===== src/rtl/sram_sleep_seq.sv =====
module sram_sleep_seq #(
  parameter int SYNC_STAGES  = 2,
  parameter int ENTRY_CYCLES = 2,
  parameter int EXIT_CYCLES  = 2
) (
  input  logic clk,
  input  logic rst_n,
  input  logic sleep_req,
  input  logic chip_sel,
  input  logic strobe_proc,
  input  logic strobe_ctrl,
  input  logic acc_req,
  output logic acc_grant,
  output logic acc_discard,
  output logic core_pd,
  output logic ready,
  output logic violation
);

  localparam int MAXW = (ENTRY_CYCLES > EXIT_CYCLES) ? ENTRY_CYCLES : EXIT_CYCLES;
  localparam int CW   = (MAXW > 1) ? $clog2(MAXW) : 1;
  localparam logic [CW-1:0] ENTRY_LAST = CW'(ENTRY_CYCLES - 1);
  localparam logic [CW-1:0] EXIT_LAST  = CW'(EXIT_CYCLES - 1);

  typedef enum logic [1:0] {ST_ACTIVE, ST_ENTERING, ST_SLEEP, ST_EXITING} state_t;

  state_t                 st;
  logic [SYNC_STAGES-1:0] sync_q;
  logic [CW-1:0]          cnt;
  logic                   req_s;
  logic                   ctl_busy;

  assign req_s    = sync_q[SYNC_STAGES-1];
  assign ctl_busy = chip_sel | strobe_proc | strobe_ctrl;

  always_ff @(posedge clk) begin
    if (!rst_n) sync_q <= '0;
    else        sync_q <= {sync_q[SYNC_STAGES-2:0], sleep_req};
  end

  always_ff @(posedge clk) begin
    if (!rst_n) begin
      st  <= ST_ACTIVE;
      cnt <= '0;
    end else begin
      unique case (st)
        ST_ACTIVE: begin
          cnt <= '0;
          if (req_s) st <= ST_ENTERING;
        end
        ST_ENTERING: begin
          if (cnt == ENTRY_LAST) begin
            cnt <= '0;
            st  <= ST_SLEEP;
          end else begin
            cnt <= cnt + 1'b1;
          end
        end
        ST_SLEEP: begin
          cnt <= '0;
          if (!req_s) st <= ST_EXITING;
        end
        ST_EXITING: begin
          if (cnt == EXIT_LAST) begin
            cnt <= '0;
            st  <= ST_ACTIVE;
          end else begin
            cnt <= cnt + 1'b1;
          end
        end
        default: st <= ST_ACTIVE;
      endcase
    end
  end

  always_ff @(posedge clk) begin
    if (!rst_n)
      violation <= 1'b0;
    else if ((st == ST_EXITING && ctl_busy) || (st == ST_ACTIVE && req_s && chip_sel))
      violation <= 1'b1;
  end

  assign ready       = (st == ST_ACTIVE);
  assign core_pd     = (st == ST_SLEEP);
  assign acc_grant   = acc_req & ready;
  assign acc_discard = acc_req & ~ready;

  AST_VIOL_STICKY: assert property (@(posedge clk) disable iff (!rst_n)
    violation |=> violation);
  AST_EXIT_FLAGS: assert property (@(posedge clk) disable iff (!rst_n)
    (st == ST_EXITING && ctl_busy) |=> violation);
  AST_ENTRY_SELECTED: assert property (@(posedge clk) disable iff (!rst_n)
    (st == ST_ACTIVE && req_s && chip_sel) |=> violation);
  AST_PD_AFTER_ENTRY: assert property (@(posedge clk) disable iff (!rst_n)
    $rose(core_pd) |-> $past(st) == ST_ENTERING);
  AST_READY_AFTER_EXIT: assert property (@(posedge clk) disable iff (!rst_n)
    $rose(ready) |-> $past(st) == ST_EXITING);
  AST_ENTRY_NO_ABORT: assert property (@(posedge clk) disable iff (!rst_n)
    (st == ST_ENTERING) |=> (st == ST_ENTERING || st == ST_SLEEP));
  AST_SLEEP_HOLD: assert property (@(posedge clk) disable iff (!rst_n)
    (st == ST_SLEEP && req_s) |=> core_pd);
  AST_ACTIVE_NEXT: assert property (@(posedge clk) disable iff (!rst_n)
    (st == ST_ACTIVE && !req_s) |=> ready);

endmodule


===== config.mk =====
export PLATFORM = sky130hd
export DESIGN_NAME = sram_sleep_seq
export DESIGN_NICKNAME = d
export VERILOG_FILES = /design/src/rtl/sram_sleep_seq.sv
export SDC_FILE = /design/constraint.sdc
export NUM_CORES = 1
export LEC_CHECK = 0
export ABC_AREA = 1
export CORE_AREA = 2 2 39 41
export DETAILED_ROUTE_END_ITERATION = 10
export DIE_AREA = 0 0 41 43
export DONT_BUFFER_PORTS = 1
export PLACE_DENSITY_LB_ADDON = 0.12
export SYNTH_ARGS = -nofsm -noshare
export SYNTH_HDL_FRONTEND = slang
export SYNTH_SLANG_ARGS = --single-unit
export TNS_END_PERCENT = 100

===== constraint.sdc =====
create_clock -name clk -period 1 [get_ports clk]
set_input_delay 0.05 -clock clk [delete_from_list [all_inputs] [get_ports clk]]
set_output_delay 0.05 -clock clk [all_outputs]
set_load 0.03 [all_outputs]

==> flow_summary_export.csv, run 1 <==
group,metric,value,unit
synthesis,ys_ff_latch,6,
pwr,ir_drop,1.034,mV
synthesis,synthCells,52,
sta,skew,3.374,ps
setup_path,criticalPathCategory,"register to register",
setup_path,crit_arrival,1250,ps
setup_path,critPathLaunchType,"register",
setup_path,cp-endpoint,"st[1]",
global_routing,met3_usage,4.712,%
synthesis,synth_nets,63,
sta,slew_viol_final,0,
global_routing,grt_usage,8.652,%
detailed_routing,ant_nets,0,
synthesis,synth_top_cell_by_area,"dfxtp_1",
floorplan,die_x,41,um
pwr,p_leak,0.0002613,uW
final_layout,drive_gt1_share,43.75,%
placement,placed_cell_area,441.7,um2
setup_path,critPathMaxFanout,4,
pwr,p_per_area,2964,nW/um2
synthesis,ys.warnings.count,0,
setup_path,slowest_stage,"dfxtp_4",
floorplan,initial_core_util,24.50,%
sta,setup_viol,7,
placement,numPortBuffers,0,
sta,period_share,111.5,%
job,drv_cap,0,
setup_path,reg2reg_setup_slack,-110,ps
final_layout,postLayoutCellArea,536.8,um2
setup_path,path_cells,"inv_4 > ha_2 > nor2_1 > nor2_2 > nor2_4 > nor2_1 > nor2_1",
synthesis,synthTopCellsByArea,"dfxtp_1, ha_1, nand2_1",
floorplan,ios,12,
final_layout,syn_to_final_growth,58.30,%
clock_tree,cts-root-buf,"clkbuf_4",
final_layout,num_antenna_cells,0,
status,run_status,"finished with violations",
synthesis,syn_area_per_cell,6.521,um2
setup_path,crit_path_max_incr_delay,360,ps
global_routing,antenna_found_initial,0,
global_routing,use_met2,13.75,%
sta,post-route-min-period,1115,ps
setup_path,reg2reg_depth,7,
floorplan,die_area,1763,um2
global_routing,grt_remaining_overflow,0,
setup_path,r2r-start,"st[1]",
clock_tree,cts_max_level,1,
clock_tree,numCtsBuffers,3,
detailed_routing,vias_per_cell,4.075,
setup_path,timing.rr.end,"st[1]",
clock_tree,worstSkewPairLatency,240,ps
clock_tree,cts_setup_buffers,0,
sta,hold_violations,0,
synthesis,ys_seq_area_share,35.42,%
clock_tree,clk_pin_slew,40,ps
placement,place_hpwl,518.6,um
synthesis,synth.distinct_cells,11,
sta,rsz0062_at_grt,"true",
synthesis,synth_area,339.1,um2
setup_path,worstPathRequired,1130,ps
sta,fmax,0.8969,GHz
final_layout,final_util,38.79,%
sta,worstMarginPinSlew,187.8,ps
clock_tree,clockBufferDepth,2,
synthesis,yosysTopAreaCellShare,35.42,%
detailed_routing,dr.pass1.iters,2,
detailed_routing,vias,326,
floorplan,dieHeight,43,um
global_routing,grt_pass1_wl,1014,um
setup_path,cp-startpoint,"st[1]",
detailed_routing,wire_per_inst,8.725,um
floorplan,std_cell_rows,14,
sta,fin_ws,-114.9,ps
detailed_routing,drc,0,
final_layout,finalNetCount,77,
placement,place_congestion,0.7822,
global_routing,grt_max_degree,7,
global_routing,use_met1,8.738,%
setup_path,endpoint_kind,"register",
placement,pre_cts_slack,-82.45,ps
status,violations,"negative setup slack",
setup_path,path_common_cell,"nor2_1",
detailed_routing,drtIter0Drc,1,
global_routing,grt_busiest_layer,"met2",
sta,max-slew-margin-rel,87.47,%
detailed_routing,drt-total-wl,698,um
worst_hold_path,hold_class,"input pin to register",
floorplan,core,1384,um2
clock_tree,cts_sinks,6,
global_routing,grt_pass1_vias,297,
clock_tree,cts_tree,"built",
-- worst min-delay path by stage --
stage	start	end	slack, ps	cells after the start
final	chip_sel	violation	50	4
after CTS	chip_sel	violation	50	4
after floorplan	sleep_req	sync_q[0]	140	2
after detailed placement	sleep_req	sync_q[0]	150	2
after global placement	sleep_req	sync_q[0]	150	2
after global routing	chip_sel	violation	80	4
-- cell type report --
class | instances | area (um2)
Tap cell | 16 | 20.02
Multi-Input combinational cell | 33 | 226.5
Inverter | 13 | 56.30
Sequential cell | 6 | 127.6
Timing Repair Buffer | 9 | 83.83
Fill cell | 139 | 847.1
Clock buffer | 3 | 22.52
-- per-layer routing --
metal,share of wire (%),up-vias
met5,0,-
met4,0,0
met3,3.6,0
met2,53,10
met1,44,138
li1,-,178
-- state kept, by name, summed over array words and instances (netlist names) --
signal / cells
st: 2
sync_q: 2
cnt: 1
violation: 1
-- critical path: cells and delay by family (launching register included) --
family                     cells  cell delay, ps
buffers and inverters          1              70
and+or+nand+nor                5             400
adders and majority gates      1             180
DFF                            1             360
-- Yosys cell counts --
cell type  count
inv_2          1
o21ai_0        2
nor2_1        10
nor2_2         1
ha_1           4
o21bai_1       1
dfxtp_1        6
nand3_1        1
a21oi_1        1
inv_1         12
nand2_1       13
-- power breakdown --
group,switching (uW),internal (uW)
sequential,68.0,316
clock,73.3,135
combinational,571,428
-- metrics by stage --
step / setup TNS, ps / power, uW / hold slack (ps) / std cells
floorplan: -36.76 / 994.1 / 143.5 / 52
global placement: -229.7 / 1201 / 152.6 / 75
detailed placement: -177.8 / 1197 / 151.0 / 75
CTS: -598.1 / 1513 / 50.13 / 80
global route: -893.5 / 1740 / 77.77 / 80
finish: -481.4 / 1591 / 47.54 / 80
-- cell families after synthesis --
group	after synthesis	share of synthesized area, %
buffers and inverters	13	14.39
AND/OR/NAND/NOR	25	28.78
adder cells (fa/ha/maj)	4	14.76
flip-flops	6	35.43
AO/OA/AOI/OAI	4	6.642
-- cells in the final DEF, fill, tap and decap left out, types with 3 or more instances in the layout --
cell,instances
buf_6,3
clkbuf_4,3
nand2_1,10
dfxtp_1,4
inv_4,3
nor2_1,8
inv_1,8
nand2_2,3
buf_4,4
-- repair_timing --
item / in CTS / in global routing
endpoints found under the setup margin: 8 / 8
endpoints found under the hold margin: 6 / 0
pin swaps: 3 / 3
resized for setup: 10 / 8
hold buffers: 2 / 0
Note: power is estimated with default switching activity, not from simulation.
==> run 2, diff against run 1 <==
Settings changed: SETUP_SLACK_MARGIN set to 0.2.
==> flow_summary_export.csv, run 2 (synthesized netlist as in run 1, its figures left out) <==
group,metric,value,unit
sta,rsz0062_at_grt,"true",
sta,post-route-min-period,1140,ps
clock_tree,cts-root-buf,"clkbuf_4",
setup_path,crit_path_max_incr_delay,380,ps
sta,setup_viol,7,
detailed_routing,wire_per_inst,8.159,um
global_routing,antenna_found_initial,0,
clock_tree,cts_max_level,1,
sta,whs,43.77,ps
detailed_routing,drtIter0Drc,0,
floorplan,std_cell_rows,14,
sta,max-slew-margin-rel,88.36,%
pwr,switching_share,42.59,%
pwr,p_leak,0.0002761,uW
placement,place_congestion,0.7242,
final_layout,final_cell_mix,"nand2_1, inv_1, nor2_1",
floorplan,ios,12,
setup_path,critPathMaxFanout,4,
placement,place_inst,76,
pwr,p_seq_share,22.0,%
floorplan,initial_core_util,24.50,%
setup_path,criticalPathCategory,"register to register",
status,run_status,"finished with violations",
floorplan,die_x,41,um
setup_path,slowest_stage,"dfxtp_4",
status,violations,"negative setup slack",
final_layout,finalNetCount,79,
setup_path,path_cells,"inv_4 > ha_4 > buf_6 > nand2_2 > nand2_2 > nor2_4 > nor2_1 > nor2_1",
setup_path,critPathLaunchType,"register",
setup_path,crit_arrival,1310,ps
final_layout,fillCellCount,155,
sta,fin_ws,-139.9,ps
pwr,ir_drop,1.295,mV
final_layout,syn_to_final_growth,70.48,%
job,drv_cap,0,
detailed_routing,vias,336,
pwr,p_per_area,3048,nW/um2
clock_tree,clk_pin_slew,40,ps
clock_tree,numCtsBuffers,3,
setup_path,cp_num_buf_inv,2,
global_routing,grt_pass1_vias,328,
final_layout,num_antenna_cells,0,
final_layout,layout.cells.non_filler,82,
setup_path,endpoint_kind,"register",
pwr,pwr-share-clk,12.3,%
global_routing,grt_max_degree,6,
global_routing,grt_pass1_wl,1173,um
sta,period_share,114.0,%
pwr,p_total,1762,uW
sta,hold_violations,0,
clock_tree,worstSkewPairLatency,240,ps
placement,numPortBuffers,0,
floorplan,dieHeight,43,um
detailed_routing,drt-total-wl,669,um
final_layout,drive_gt1_share,46.97,%
final_layout,reg_top3,"st (2), sync_q (2)",
floorplan,die_area,1763,um2
global_routing,grt_usage,10.25,%
sta,worstMarginPinSlew,174.0,ps
setup_path,worstPathRequired,1170,ps
sta,skew,2.546,ps
global_routing,grt_remaining_overflow,0,
detailed_routing,dr.pass1.iters,1,
sta,slew_viol_final,0,
setup_path,cp_top_family,"flip-flops",
pwr,internal_power,1012,uW
pwr,p_comb_share,65.7,%
placement,place_hpwl,528.5,um
sta,fmax,0.8773,GHz
detailed_routing,ant_nets,0,
clock_tree,cts_sinks,6,
floorplan,core,1384,um2
clock_tree,clockBufferDepth,2,
placement,pre_cts_slack,-87.24,ps
worst_hold_path,hold_class,"input pin to register",
detailed_routing,drc,0,
detailed_routing,vias_per_cell,4.098,
clock_tree,cts_tree,"built",
pwr,p_switching,750.3,uW
final_layout,final_util,41.77,%
final_layout,mostFrequentLayoutCell,"nand2_1",
-- run 2: stage by stage --
step	instance area (um2)	setup TNS (ps)
final	578.1	-738.8
after global routing	578.1	-1208
after CTS	541.8	-743.5
after detailed placement	449.2	-212.0
after global placement	449.2	-255.2
after floorplan	369.1	-36.48
-- run 2: final cells by class --
cell class                 instances  area, um2  share of cell area (%)
tap                               16      20.02                   3.463
timing repair buffer              11      110.1                   19.05
clock buffer                       3      22.52                   3.896
multi-input combinational         33      239.0                   41.34
sequential                         6      127.6                   22.08
inverter                          13      58.81                   10.17
-- run 2: path summary, 6_finish.rpt --
kind,start,to,slack [ps],cells after the start
hold / removal,chip_sel,violation,40,4
hold reg to reg,sync_q[0],sync_q[1],410,2
setup reg to reg,st[0],st[0],-140,8
setup / recovery,st[0],st[0],-140,8
-- run 2: repair_timing --
action                                  CTS  global route
resized for setup                        13            10
buffers inserted                          1             0
pin swaps                                 3            10
hold buffers                              2             0
gates cloned                              0             0
endpoints found under the hold margin     6             0
endpoints found under the setup margin    8             8
-- run 2: worst register-to-register path, cell delays in order (launching register included) --
cell	delay (ps)
dfxtp_4	380
inv_4	50
ha_4	160
buf_6	120
nand2_2	50
nand2_2	70
nor2_4	110
nor2_1	50
nor2_1	90
-- run 2: per-layer routing --
metal	track usage, %	share of wire, %	vias up
met5	0	0	-
met4	10.00	1.2	0
met3	3.141	5.8	2
met2	15.63	50	10
met1	10.00	43	142
li1	-	-	182
-- run 2: power groups by stage --
| stage | Combinational (uW) | Clock, uW | Sequential (uW) |
|---|---|---|---|
| after floorplan | 631 | 0 | 366 |
| after global placement | 892 | 0 | 357 |
| after detailed placement | 891 | 0 | 357 |
| after CTS | 1070 | 231 | 373 |
| after global routing | 1290 | 249 | 397 |
| final | 1160 | 216 | 388 |
==> run 3, diff against run 2 <==
Settings changed: ABC_AREA 1 to unset.
==> flow_summary_export.csv, run 3 <==
group,metric,value,unit
final_layout,reg_top3,"st (2), sync_q (2)",
placement,place_inst,60,
final_layout,num_antenna_cells,0,
pwr,p_leak,0.0002362,uW
synthesis,synth_edf_count,0,
sta,setup_viol,8,
worst_hold_path,hold_end,"st[1]",
placement,place_congestion,0.6880,
global_routing,grt_max_degree,7,
final_layout,syn_to_final_growth,77.38,%
clock_tree,cts_max_level,1,
synthesis,yosysMostFrequentCell,"dfxtp_1",
clock_tree,clk_pin_slew,40,ps
sta,fin_ws,-196.7,ps
synthesis,synth_common_cells,"dfxtp_1, ha_1, inv_1",
synthesis,synthCells,34,
floorplan,std_cell_rows,14,
setup_path,reg2reg_setup_slack,-180,ps
status,run_status,"finished with violations",
synthesis,synth_top_family_by_area,"compound AO/OA/AOI/OAI gates",
synthesis,syn_area_per_cell,9.274,um2
final_layout,fillCellCount,139,
global_routing,antenna_found_initial,0,
sta,fmax,0.8357,GHz
global_routing,grt_pass1_wl,1152,um
final_layout,finalNetCount,64,
worst_hold_path,worstHoldStart,"rst_n",
sta,skew,0.7365,ps
final_layout,postLayoutCellArea,559.3,um2
synthesis,synth.distinct_cells,16,
floorplan,ios,12,
detailed_routing,dr.pass1.iters,3,
synthesis,synth-compound-area-share,19.44,%
pwr,p_total,640.5,uW
floorplan,die_x,41,um
setup_path,slowest_stage,"dfxtp_4",
pwr,p_seq_share,40.5,%
worst_hold_path,hold_class,"input pin to register",
sta,worstMarginPinSlew,170.2,ps
setup_path,path_cells,"inv_4 > ha_4 > buf_6 > nor2b_4 > buf_6",
detailed_routing,drtIter0Drc,1,
placement,pre_cts_slack,-125.4,ps
setup_path,path_common_cell,"buf_6",
setup_path,endpoint_kind,"output port",
sta,period_share,119.7,%
placement,place_hpwl,547.9,um
placement,numPortBuffers,0,
setup_path,cp_num_buf_inv,3,
setup_path,worstPathRequired,950,ps
floorplan,die_area,1763,um2
clock_tree,cts_tree,"built",
sta,slew_viol_final,0,
clock_tree,worstSkewPairLatency,240,ps
synthesis,synthArstFlopShare,0,%
synthesis,synthTopCellsByArea,"dfxtp_1, ha_1, and2_1",
setup_path,crit_arrival,1150,ps
pwr,p_switching,165.2,uW
sta,rsz0062_at_grt,"true",
sta,post-route-min-period,1197,ps
synthesis,yosysTopAreaCellShare,38.10,%
clock_tree,clockBufferDepth,2,
setup_path,crit_path_max_incr_delay,360,ps
detailed_routing,vias,304,
clock_tree,cts-root-buf,"clkbuf_4",
clock_tree,numCtsBuffers,3,
pwr,switching_share,25.79,%
final_layout,layout.cells.non_filler,67,
pwr,ir_drop,0.5743,mV
pwr,p_comb_share,26.6,%
setup_path,cp_top_family,"flip-flops",
floorplan,initial_core_util,22.78,%
global_routing,grt_pass1_vias,308,
pwr,internal_power,475.3,uW
synthesis,ys.warnings.count,0,
synthesis,synth.mux.area_fraction,3.175,%
setup_path,timing.rr.end,"st[1]",
detailed_routing,ant_nets,0,
final_layout,drive_gt1_share,54.90,%
synthesis,synth-simple-area-share,18.65,%
setup_path,r2r-start,"st[0]",
final_layout,mostFrequentLayoutCell,"buf_6",
setup_path,reg2reg_depth,6,
synthesis,synth_area,315.3,um2
sta,hold_violations,0,
sta,max-slew-margin-rel,88.43,%
final_layout,final_cell_mix,"buf_6, buf_4",
detailed_routing,wire_per_inst,10.52,um
pwr,p_per_area,1145,nW/um2
pwr,pwr-share-clk,33.0,%
detailed_routing,drc,0,
placement,placed_cell_area,454.2,um2
floorplan,dieHeight,43,um
synthesis,synth_xor_xnor_area_share,0,%
synthesis,synthAdderAreaFrac,15.87,%
synthesis,ys_ff_latch,6,
status,violations,"negative setup slack",
detailed_routing,drt-total-wl,705,um
setup_path,critPathLaunchType,"register",
clock_tree,cts_sinks,6,
synthesis,synth_nets,45,
synthesis,synth_top_cell_by_area,"dfxtp_1",
setup_path,critPathMaxFanout,3,
worst_hold_path,hold_path_depth,2,
job,drv_cap,0,
detailed_routing,vias_per_cell,4.537,
setup_path,criticalPathCategory,"register to output port",
synthesis,ys_seq_area_share,38.10,%
global_routing,grt_remaining_overflow,0,
synthesis,synth_top_flop_cell,"dfxtp_1",
floorplan,core,1384,um2
global_routing,grt_usage,9.869,%
sta,setup_tns,-1121,ps
run 3: cell types whose count changed after synthesis, sizes merged, moves of 2 or more:
cell / previous run / this run
and2: 0 / 3
a31oi: 0 / 2
nor2: 11 / 3
inv: 13 / 4
nand2: 13 / 1
a21o: 0 / 3
run 3: worst reg2reg max path: stages, from the launching register on:
cell     delay, ps
dfxtp_4        360
inv_4           50
ha_4           160
buf_6          120
mux2i_2        160
a21o_1         160
a21oi_2         50
run 3: cell type report:
type                    instances  area (um2)  share of cell area, %
clock buffers                   3       22.52                  4.027
inverters                       4       20.02                  3.579
multi-input cells              24       229.0                  40.94
flip-flops and latches          6       128.9                  23.04
well taps                      16       20.02                  3.579
repair buffers                 14       138.9                  24.83
run 3: how the worst max path moves through the flow:
stage / start / end / cells past startpoint
after global routing: st[0] / acc_discard / 5
after global placement: st[0] / st[0] / 4
after CTS: st[0] / acc_discard / 5
after detailed placement: st[0] / st[0] / 4
after floorplan: st[1] / st[0] / 5
final: st[0] / acc_discard / 5
run 3: what timing repair did:
action / in CTS / in global routing
pin swaps: 3 / 7
hold buffers: 3 / 0
endpoints found under the setup margin: 8 / 9
gates resized for setup: 8 / 6
buffers inserted: 1 / 0
endpoints found under the hold margin: 3 / 0
run 3: power groups by stage:
stage | Sequential (uW) | Clock, uW | Combinational [uW]
6_report | 259 | 211 | 170
5_1_grt | 260 | 241 | 183
4_1_cts | 260 | 226 | 164
3_5_place_dp | 265 | 0 | 138
3_3_place_gp | 265 | 0 | 135
2_1_floorplan | 268 | 0 | 93.8
run 3: metrics by stage:
step | hold WS, ps | util [%]
CTS | 14.20 | 39.15
global route | 38.08 | 40.42
floorplan | 171.7 | -
detailed placement | 174.7 | 32.82
finish | 15.57 | 40.42
global placement | 176.1 | 32.82
run 3: logic make-up after synthesis:
logic type | Yosys count
adder cells (fa/ha/maj) | 4
flip-flops | 6
multiplexers | 1
buffers and inverters | 4
AO/OA/AOI/OAI | 8
AND/OR/NAND/NOR | 11
run 3: routing by layer:
metal	global-route usage, %	wire length [um]	vias to the layer above
met5	0	0	-
met4	8.000	0	0
met3	1.571	47	0
met2	16.25	383	12
met1	10.06	274	140
li1	-	-	152
